File: src/rtl/dic_pkg.sv
package dic_pkg;

  // Two banks: index 0 drives the normal output, index 1 the fast output.
  localparam int NUM_BANKS = 2;

  // Register word index within a bank (byte address bits [4:2]).
  typedef enum logic [2:0] {
    REG_RAW  = 3'd0,
    REG_MASK = 3'd1,
    REG_CLR  = 3'd2,
    REG_MODE = 3'd3,
    REG_POL  = 3'd4,
    REG_STAT = 3'd5
  } regSel_e;

  // Strobes passed from the decoder to the datapath.
  typedef struct packed {
    logic [NUM_BANKS-1:0] wrMask;
    logic [NUM_BANKS-1:0] wrMode;
    logic [NUM_BANKS-1:0] wrPol;
    logic [NUM_BANKS-1:0] wrClr;
    logic                 rdEn;
    logic                 rdHit;
    logic                 rdBank;
    regSel_e              rdSel;
  } strobe_t;

endpackage

File: src/rtl/dic_sync.sv
module dic_sync #(
  parameter int WIDTH  = 32,
  parameter int STAGES = 2
) (
  input  logic             clk,
  input  logic             rstN,
  input  logic [WIDTH-1:0] asyncIn,
  output logic [WIDTH-1:0] syncOut
);

  logic [WIDTH-1:0] stageQ [STAGES];

  generate
    for (genvar s = 0; s < STAGES; s++) begin : g_stage
      if (s == 0) begin : g_first
        always_ff @(posedge clk or negedge rstN) begin
          if (!rstN) stageQ[s] <= '0;
          else       stageQ[s] <= asyncIn;
        end
      end else begin : g_next
        always_ff @(posedge clk or negedge rstN) begin
          if (!rstN) stageQ[s] <= '0;
          else       stageQ[s] <= stageQ[s-1];
        end
      end
    end
  endgenerate

  assign syncOut = stageQ[STAGES-1];

endmodule

File: src/rtl/dic_ctrl.sv
module dic_ctrl
  import dic_pkg::*;
#(
  parameter int ADDR_W = 6
) (
  input  logic              busSel,
  input  logic              busWr,
  input  logic [ADDR_W-1:0] busAddr,
  output strobe_t           strobes
);

  localparam int BANK_BIT = 5;

  logic    upperZero;
  logic    aligned;
  logic    hit;
  logic    bankSel;
  regSel_e regSel;

  generate
    if (ADDR_W > BANK_BIT + 1) begin : g_upper
      assign upperZero = ~|busAddr[ADDR_W-1:BANK_BIT+1];
    end else begin : g_noUpper
      assign upperZero = 1'b1;
    end
  endgenerate

  assign aligned = (busAddr[1:0] == 2'b00);
  assign hit     = upperZero && aligned;
  assign bankSel = busAddr[BANK_BIT];
  assign regSel  = regSel_e'(busAddr[4:2]);

  always_comb begin
    strobes = '0;
    for (int b = 0; b < NUM_BANKS; b++) begin
      if (busSel && busWr && hit && (bankSel == 1'(b))) begin
        strobes.wrMask[b] = (regSel == REG_MASK);
        strobes.wrMode[b] = (regSel == REG_MODE);
        strobes.wrPol[b]  = (regSel == REG_POL);
        strobes.wrClr[b]  = (regSel == REG_CLR);
      end
    end
    strobes.rdEn   = busSel && !busWr;
    strobes.rdHit  = hit && (busAddr[4:3] != 2'b11);
    strobes.rdBank = bankSel;
    strobes.rdSel  = regSel;
  end

endmodule

File: src/rtl/dic_datapath.sv
module dic_datapath
  import dic_pkg::*;
#(
  parameter int NUM_LINES   = 32,
  parameter int SYNC_STAGES = 2
) (
  input  logic                 clk,
  input  logic                 rstN,
  input  strobe_t              strobes,
  input  logic [NUM_LINES-1:0] busWdata,
  input  logic [NUM_LINES-1:0] irqIn,
  output logic [NUM_LINES-1:0] busRdata,
  output logic [NUM_BANKS-1:0] bankOut
);

  logic [NUM_LINES-1:0] syncd;
  logic [NUM_LINES-1:0] prevSync;

  logic [NUM_BANKS-1:0][NUM_LINES-1:0] maskW, modeW, polW, pendW, statW;

  dic_sync #(.WIDTH(NUM_LINES), .STAGES(SYNC_STAGES)) u_sync (
    .clk    (clk),
    .rstN   (rstN),
    .asyncIn(irqIn),
    .syncOut(syncd)
  );

  // Previous synchronised sample, shared by both banks' edge detectors.
  always_ff @(posedge clk or negedge rstN) begin
    if (!rstN) prevSync <= '0;
    else       prevSync <= syncd;
  end

  generate
    for (genvar b = 0; b < NUM_BANKS; b++) begin : g_bank
      logic [NUM_LINES-1:0] maskQ, modeQ, polQ, latchQ;
      logic [NUM_LINES-1:0] activeNow, activePrev, edgeHit, clrBits;

      // Polarity applied to current and previous sample alike, so that a
      // polarity write on a steady input never looks like an edge.
      assign activeNow  = syncd ^ polQ;
      assign activePrev = prevSync ^ polQ;
      assign edgeHit    = activeNow & ~activePrev;
      assign clrBits    = strobes.wrClr[b] ? busWdata : '0;

      always_ff @(posedge clk or negedge rstN) begin
        if (!rstN) begin
          maskQ  <= '0;
          modeQ  <= '0;
          polQ   <= '0;
          latchQ <= '0;
        end else begin
          if (strobes.wrMask[b]) maskQ <= busWdata;
          if (strobes.wrMode[b]) modeQ <= busWdata;
          if (strobes.wrPol[b])  polQ  <= busWdata;
          // A new edge outranks a clear in the same cycle.
          latchQ <= modeQ & (edgeHit | (latchQ & ~clrBits));
        end
      end

      assign maskW[b] = maskQ;
      assign modeW[b] = modeQ;
      assign polW[b]  = polQ;
      assign pendW[b] = (modeQ & latchQ) | (~modeQ & activeNow);
      assign statW[b] = pendW[b] & maskQ;
      assign bankOut[b] = |statW[b];
    end
  endgenerate

  // Registered read port: data lands in the cycle after the access.
  always_ff @(posedge clk or negedge rstN) begin
    if (!rstN) begin
      busRdata <= '0;
    end else if (strobes.rdEn) begin
      if (!strobes.rdHit) begin
        busRdata <= '0;
      end else begin
        case (strobes.rdSel)
          REG_RAW:  busRdata <= pendW[strobes.rdBank];
          REG_MASK: busRdata <= maskW[strobes.rdBank];
          REG_MODE: busRdata <= modeW[strobes.rdBank];
          REG_POL:  busRdata <= polW[strobes.rdBank];
          REG_STAT: busRdata <= statW[strobes.rdBank];
          default:  busRdata <= '0;
        endcase
      end
    end
  end

endmodule

File: src/rtl/dual_irq_ctrl.sv
module dual_irq_ctrl
  import dic_pkg::*;
#(
  parameter int NUM_LINES   = 32,
  parameter int ADDR_W      = 6,
  parameter int SYNC_STAGES = 2
) (
  input  logic                 clk,
  input  logic                 rstN,
  input  logic                 busSel,
  input  logic                 busWr,
  input  logic [ADDR_W-1:0]    busAddr,
  input  logic [NUM_LINES-1:0] busWdata,
  output logic [NUM_LINES-1:0] busRdata,
  input  logic [NUM_LINES-1:0] irqIn,
  output logic                 irqOut,
  output logic                 fastOut
);

  strobe_t              strobes;
  logic [NUM_BANKS-1:0] bankOut;

  dic_ctrl #(.ADDR_W(ADDR_W)) u_ctrl (
    .busSel (busSel),
    .busWr  (busWr),
    .busAddr(busAddr),
    .strobes(strobes)
  );

  dic_datapath #(.NUM_LINES(NUM_LINES), .SYNC_STAGES(SYNC_STAGES)) u_dp (
    .clk     (clk),
    .rstN    (rstN),
    .strobes (strobes),
    .busWdata(busWdata),
    .irqIn   (irqIn),
    .busRdata(busRdata),
    .bankOut (bankOut)
  );

  assign irqOut  = bankOut[0];
  assign fastOut = bankOut[1];

endmodule

File: config.mk
export PLATFORM = sky130hd
export DESIGN_NAME = dual_irq_ctrl
export DESIGN_NICKNAME = d
export VERILOG_FILES = /design/src/rtl/dic_pkg.sv /design/src/rtl/dic_sync.sv /design/src/rtl/dic_ctrl.sv /design/src/rtl/dic_datapath.sv /design/src/rtl/dual_irq_ctrl.sv
export SDC_FILE = /design/constraint.sdc
export NUM_CORES = 1
export LEC_CHECK = 0
export ABC_AREA = 1
export BUFFER_PORTS_ARGS = -buffer_cell sky130_fd_sc_hd__clkbuf_2
export CAP_MARGIN = 20
export CORE_ASPECT_RATIO = 2
export CORE_MARGIN = 1.5
export CORE_UTILIZATION = 55
export DETAILED_ROUTE_END_ITERATION = 10
export PLACE_DENSITY_LB_ADDON = 0.05
export SETUP_SLACK_MARGIN = 0.15
export SLEW_MARGIN = 20
export SYNTH_ARGS = -nofsm -noshare
export SYNTH_HDL_FRONTEND = slang
export SYNTH_SLANG_ARGS = --single-unit
export TNS_END_PERCENT = 100
File: constraint.sdc
create_clock -name clk -period 1.25 [get_ports clk]
set_input_delay 0.125 -clock clk [delete_from_list [all_inputs] [get_ports clk]]
set_output_delay 0.125 -clock clk [all_outputs]
set_load 0.05 [all_outputs]
After elaboration in Yosys (flattened, before gate mapping)

Index checks and enable logic that the tools add are counted.

Register bits after elaboration: 384

Bitwise operators: 27
Reductions and logical operators: 11
Equality and inequality tests: 6
Muxes and demuxes: 22
Magnitude comparators: 1

Operators by type and width:

| operator                                                                      | count |
|---|---|
| 32-bit two-way mux                                                            | 13 |
| 32-bit AND                                                                    | 12 |
| 32-bit inverter                                                               | 6 |
| 32-bit case mux with 5 select lines                                           | 1 |
| 32-bit bitwise OR                                                             | 4 |
| 32-bit XOR                                                                    | 4 |
| 32-bit OR reduction                                                           | 2 |
| 1-bit two-way mux                                                             | 8 |
| 3-bit by 2-bit == test with 1-bit output (second input constant)              | 2 |
| 3-bit == test (second input constant)                                         | 2 |
| 1-bit logical AND                                                             | 6 |
| 3-bit by 1-bit == test with 1-bit output (second input constant)              | 1 |
| 3-bit logical NOT                                                             | 1 |
| 2-bit logical NOT                                                             | 1 |
| 1-bit by 2-bit less-than comparator with 1-bit output (second input constant) | 1 |
| 2-bit inequality test (second input constant)                                 | 1 |
| 1-bit logical NOT                                                             | 1 |
| 1-bit inverter                                                                | 1 |

Longest topological paths before layout

Word-level depth: 9
Mapped depth: 12
Depth with buffers taken out: 11

Modules after synthesis

A second synthesis with hierarchy kept.

Cell total of the unflattened synthesis: 2619
Area total of the unflattened synthesis: 19515.0 um^2

By module, submodules not included:

| module       | area each (um^2) | instances | cells an instance |
|---|---|---|---|
| dic_datapath | 17523.1          | 1         | 2494 |
| dic_sync     | 1841.8           | 1         | 96 |
| dic_ctrl     | 150.1            | 1         | 29 |

Least setup slack after synthesis

No wires, ideal clock.

Path type: reg2out
Start point: reg u_dp.g_bank[1].modeQ[12]
End point: out fastOut
Data required time: 1125 ps
Slack: -185 ps
Buffers on the path: 0
Arrival: 1310 ps
Cell stages (with the launch flop): 9
Cell sequence: dfrtp_1 inv_1 or2_2 nand3_1 nand2_1 nor2_1 nand2_1 nor2_1 nand2_1

Word-level cells in the longest chain between the ends: 5
Elaborated cells on any way between the ends: 6

Ends and longest elaborated chain:

| item                     | RTL line            | source |
|---|---|---|
| start: declaration       | dic_datapath.sv:36  | `logic [NUM_LINES-1:0] maskQ, modeQ, polQ, latchQ;` |
| start signal: assignment | dic_datapath.sv:54  | `if (strobes.wrMode[b]) modeQ <= busWdata;` |
| 32-bit inverter          | dic_datapath.sv:64  | `assign pendW[b] = (modeQ & latchQ) \| (~modeQ & activeNow);` |
| 32-bit AND               | dic_datapath.sv:64  |  |
| 32-bit bitwise OR (*)    | dic_datapath.sv:64  |  |
| 32-bit AND (*)           | dic_datapath.sv:65  | `assign statW[b] = pendW[b] & maskQ;` |
| 32-bit OR reduction (*)  | dic_datapath.sv:66  | `assign bankOut[b] = \|statW[b];` |
| end: declaration         | dual_irq_ctrl.sv:17 | `output logic fastOut` |

Mark *: on every way between the ends. The rest lies on a longest branch, timed or not.

Worst setup path after layout

Start point: reg u_dp.g_bank[1].polQ[15]
End point: out fastOut

Word-level cells in the longest chain between the ends: 5

Ends and longest elaborated chain:

| item                     | RTL line           | source |
|---|---|---|
| start: declaration       | dic_datapath.sv:36 |  |
| start signal: assignment | dic_datapath.sv:55 | `if (strobes.wrPol[b]) polQ <= busWdata;` |
| 32-bit XOR               | dic_datapath.sv:41 | `assign activeNow = syncd ^ polQ;` |
| 32-bit AND               | dic_datapath.sv:64 |  |
| 32-bit bitwise OR        | dic_datapath.sv:64 |  |
| 32-bit AND               | dic_datapath.sv:65 |  |
| 32-bit OR reduction      | dic_datapath.sv:66 |  |

Every way passes these cells.

==> out/summary.txt <==
status -> complete, but fails checks
violations in the final reports -> negative setup slack
total setup violations reported at the end of the flow -> 27
Worst EP arrival -> 2.06 ns
worst slew slack as a fraction of its limit -> 71.3%
overall via count from detail_route -> 19600
critical path required time -> 1.12 ns
clock tree sinks -> 384
DRC violations left -> 0
number of hold violations in the final report -> 0
worst-case clock skew -> 0.0104 ns
post-synthesis cell count -> 2468
Detailed Routing Iterations Pass 1 -> 5
worst path cell trace -> inv_1 -> nand2_1 -> nand3_2 -> nand3_2 -> nand2_1 -> nor2_1 -> nand2_1 -> nor2_2 -> nand2_2 -> buf_8
peak per-stage delay on the critical path -> 0.43 ns
port buffer count -> 107
DPL Wire Length -> 42.7 mm
number of slew-limit violations in the final report -> 0
sequential share of the synthesized area -> 50.8%
Root Buffer Master -> sky130_fd_sc_hd__clkbuf_16
max-cap violations -> 0
startpoint of the worst-slack reg-to-reg timing path -> u_dp.g_bank[1].polQ[13]$_DFFE_PN0P_
Top Layer Used -> met4
proportion of layout cells with a drive suffix above 1 -> 36.0%
number of stages on the worst hold path -> 3
Setup WS post-layout -> -0.930 ns
maximum number of pins on one net before global-route repair -> 77
critical path class -> flop to output port
H-tree depth reported by CTS -> 2
Fillers -> 2314
total CTS buffers -> 37
overall die area -> 0.0356 mm^2
Setup crit end kind -> output port
worst IR drop on VDD -> 1240 uV
clock input transition at the sequential cells of the worst setup and hold paths -> 0.07 ns
Tightest Pin Transition -> 0.431 ns
Detailed Route Iter0 Violations -> 1624
number of cell instances on the worst register-to-register path -> 11
antenna violations before repair -> 0
combined flip-flop and latch cell area -> 0.00963 mm^2
unrepaired setup endpoints after global routing -> true
Yosys Warn Count -> 0
ratio of final minimum period to clock period -> 174%
clock share of power -> 37.0%
Seq pwr share -> 43.2%
drt total wl -> 66.5 mm
average wire per cell in the routed design -> 19.3 um
core area -> 0.0341 mm^2
Setup crit start kind -> flop
FF-to-FF setup slack -> -0.25 ns
Vert. Die Dim -> 265 um
hold path start -> busWdata[5]
Nets -> 3044
GRT Util Overall -> 36.3%
Horiz. Die Dim -> 134 um
length of routed met3 wiring -> 3.88 mm
CTS tree -> built
vias per std cell -> 5.71
routability congestion estimate from global placement -> 0.911
remaining global-route overflow -> 0
effective utilization at floorplan -> 55.5%
final hold slack -> 0.0114 ns
final antenna diode count -> 0
Net Sw Frac -> 28.5%
cell with the largest stage delay on the worst path -> sky130_fd_sc_hd__dfrtp_1
Net Sw Power -> 9140 uW
Max Freq -> 459 MHz
class of the most critical hold timing path -> input port to flop
wire length on met2 -> 34.1 mm
Final Core Density -> 79.3%
number of primary I/O pins -> 108
Netlist cell types -> 24
power density over the cells -> 1180 mW/mm^2
multi-input combinational cell area -> 0.00952 mm^2
Syn Nets -> 2542
static power due to leakage -> 0.0131 uW
Clk Latency, worst-skew pair -> 0.55 ns
growth of design area from synthesis to finish -> 42.8%
Critical Path Most Common Cell -> sky130_fd_sc_hd__nand2_1
Internal Pwr Total -> 22900 uW
register bit count reported by yosys -> 384
proportion of power drawn by combinational gates -> 19.8%
Cell Area, Synth -> 0.0189 mm^2
end of the worst register-to-register path -> u_dp.busRdata[13]$_DFFE_PN0P_
deepest clock path buffer count -> 3
min cycle time layout -> 2.18 ns
Rows -> 96
Min-Delay Endpoint -> u_dp.g_bank[1].maskQ[5]$_DFFE_PN0P_
global-route wire length before repair -> 101 mm
wire length the detailed router placed on met1 -> 23.9 mm
crit path max fanout -> 4
average instance area after synthesis -> 7.67 um^2
Post-DRT Antenna Nets -> 0
vias in the first global route -> 19600
[logic make-up after synthesis]
| group | share of synthesized area (%) |
|---|---|
| buffers and inverters | 6.94 |
| flip-flops | 50.8 |
| AO/OA/AOI/OAI | 13.0 |
| AND/OR/NAND/NOR | 29.3 |
[metrics by stage]
step                setup WS [ns]  cells  TNS (ns)  power (uW)  area, um^2
finish                     -0.930   3439     -3.68       32000       27000
global route                -1.02   3439     -6.48       33100       27000
CTS                        -0.931   3386     -2.54       31300       25800
detailed placement         -0.611   3222    -48.70       18900       22700
global placement           -0.615   3222    -45.03       18800       22700
floorplan                 -0.0486   2468   -0.0832       16500       19400
[cell type report]
cell class                      count  area share [%]
Tap cell                          441            2.04
Timing Repair Buffer              560            19.2
Clock inverter                     15           0.592
Sequential cell                   384            35.6
Inverter                          235            3.28
Multi-Input combinational cell   1752            35.2
Clock buffer                       52            4.08
[worst max-delay path: cells and delay by family (launching register included)]
kind	cells	cell delay (ns)
simple gates	8	0.85
flops	1	0.43
buf+inv	2	0.23
[timing repair]
item	CTS	global route
setup endpoints to repair	68	124
buffers inserted	40	53
hold buffers	57	0
pin swaps	103	111
hold endpoints to repair	506	0
gates resized for setup	295	324
[synthesized netlist by cell type (all sizes together)]
master	count	share of area (%)
buf	37	1.1
a21oi	32	0.85
nor2	60	1.3
nor3b	1	0.040
nand4	30	0.99
o21ai	384	10
nand3	255	6.8
dfrtp	384	51
nand2	803	16
or2	125	4.1
a31oi	62	2.0
inv	235	4.7
clkbuf	60	1.2
[worst max path at each step]
stage	from	depth (start not counted)	end	slack [ns]
global placement	u_dp.u_sync.syncOut[11]$_DFF_PN0_	10	irqOut	-0.62
CTS	u_dp.u_sync.syncOut[9]$_DFF_PN0_	11	irqOut	-0.93
global route	u_dp.g_bank[1].polQ[15]$_DFFE_PN0P_	10	fastOut	-1.02
finish	u_dp.g_bank[1].polQ[15]$_DFFE_PN0P_	10	fastOut	-0.93
detailed placement	u_dp.u_sync.syncOut[14]$_DFF_PN0_	10	irqOut	-0.61
floorplan	u_dp.g_bank[1].modeQ[13]$_DFFE_PN0P_	8	fastOut	-0.05
[sequential cells by signal, summed over array words and instances, names as in the netlist]
register             flops
u_dp.busRdata           32
u_dp.g_bank.latchQ      64
u_dp.g_bank.maskQ       64
u_dp.g_bank.modeQ       64
u_dp.g_bank.polQ        64
u_dp.prevSync           32
u_dp.u_sync.stageQ      32
u_dp.u_sync.syncOut     32
[power groups by stage]
stage               combinational [uW]  clock [uW]  sequential (uW)
floorplan                         2560           0            13900
global placement                  4850           0            13900
detailed placement                4960           0            13900
CTS                               5640       11900            13800
global route                      6880       12300            13900
finish                            6330       11900            13800
[layout by cell type (no fill, tap or decap), types with 7 or more instances in the layout]
cell type	Yosys	routed
sky130_fd_sc_hd__or2_4	0	104
sky130_fd_sc_hd__or2_2	124	20
sky130_fd_sc_hd__dfrtp_2	0	14
sky130_fd_sc_hd__nor2_1	55	45
sky130_fd_sc_hd__nand2_2	6	98
sky130_fd_sc_hd__buf_12	0	40
sky130_fd_sc_hd__o21ai_2	0	22
sky130_fd_sc_hd__nand3_1	254	150
sky130_fd_sc_hd__clkbuf_16	0	39
sky130_fd_sc_hd__a21oi_2	0	22
sky130_fd_sc_hd__a21oi_1	32	9
sky130_fd_sc_hd__buf_8	0	35
sky130_fd_sc_hd__clkbuf_8	0	8
sky130_fd_sc_hd__dfrtp_1	384	370
sky130_fd_sc_hd__dlygate4sd3_1	0	57
sky130_fd_sc_hd__nand3_2	1	88
sky130_fd_sc_hd__o21ai_0	379	308
sky130_fd_sc_hd__nand2_1	797	698
sky130_fd_sc_hd__clkinv_2	0	9
sky130_fd_sc_hd__buf_4	4	288
sky130_fd_sc_hd__a31oi_1	62	52
sky130_fd_sc_hd__nand4_1	30	30
sky130_fd_sc_hd__buf_6	1	69
sky130_fd_sc_hd__nand2_4	0	7
sky130_fd_sc_hd__nand3_4	0	17
sky130_fd_sc_hd__nor2_2	2	10
sky130_fd_sc_hd__inv_2	3	94
sky130_fd_sc_hd__clkbuf_2	2	71
sky130_fd_sc_hd__inv_1	231	139
sky130_fd_sc_hd__o21ai_1	5	54
[routing by layer]
metal / up-vias / global-route usage (%)
met5: - / 0
met4: 0 / 23.7
met3: 277 / 4.08
met2: 844 / 63.5
met1: 9474 / 41.6
li1: 9051 / -
No activity file was read; power rests on OpenSTA's default activity.
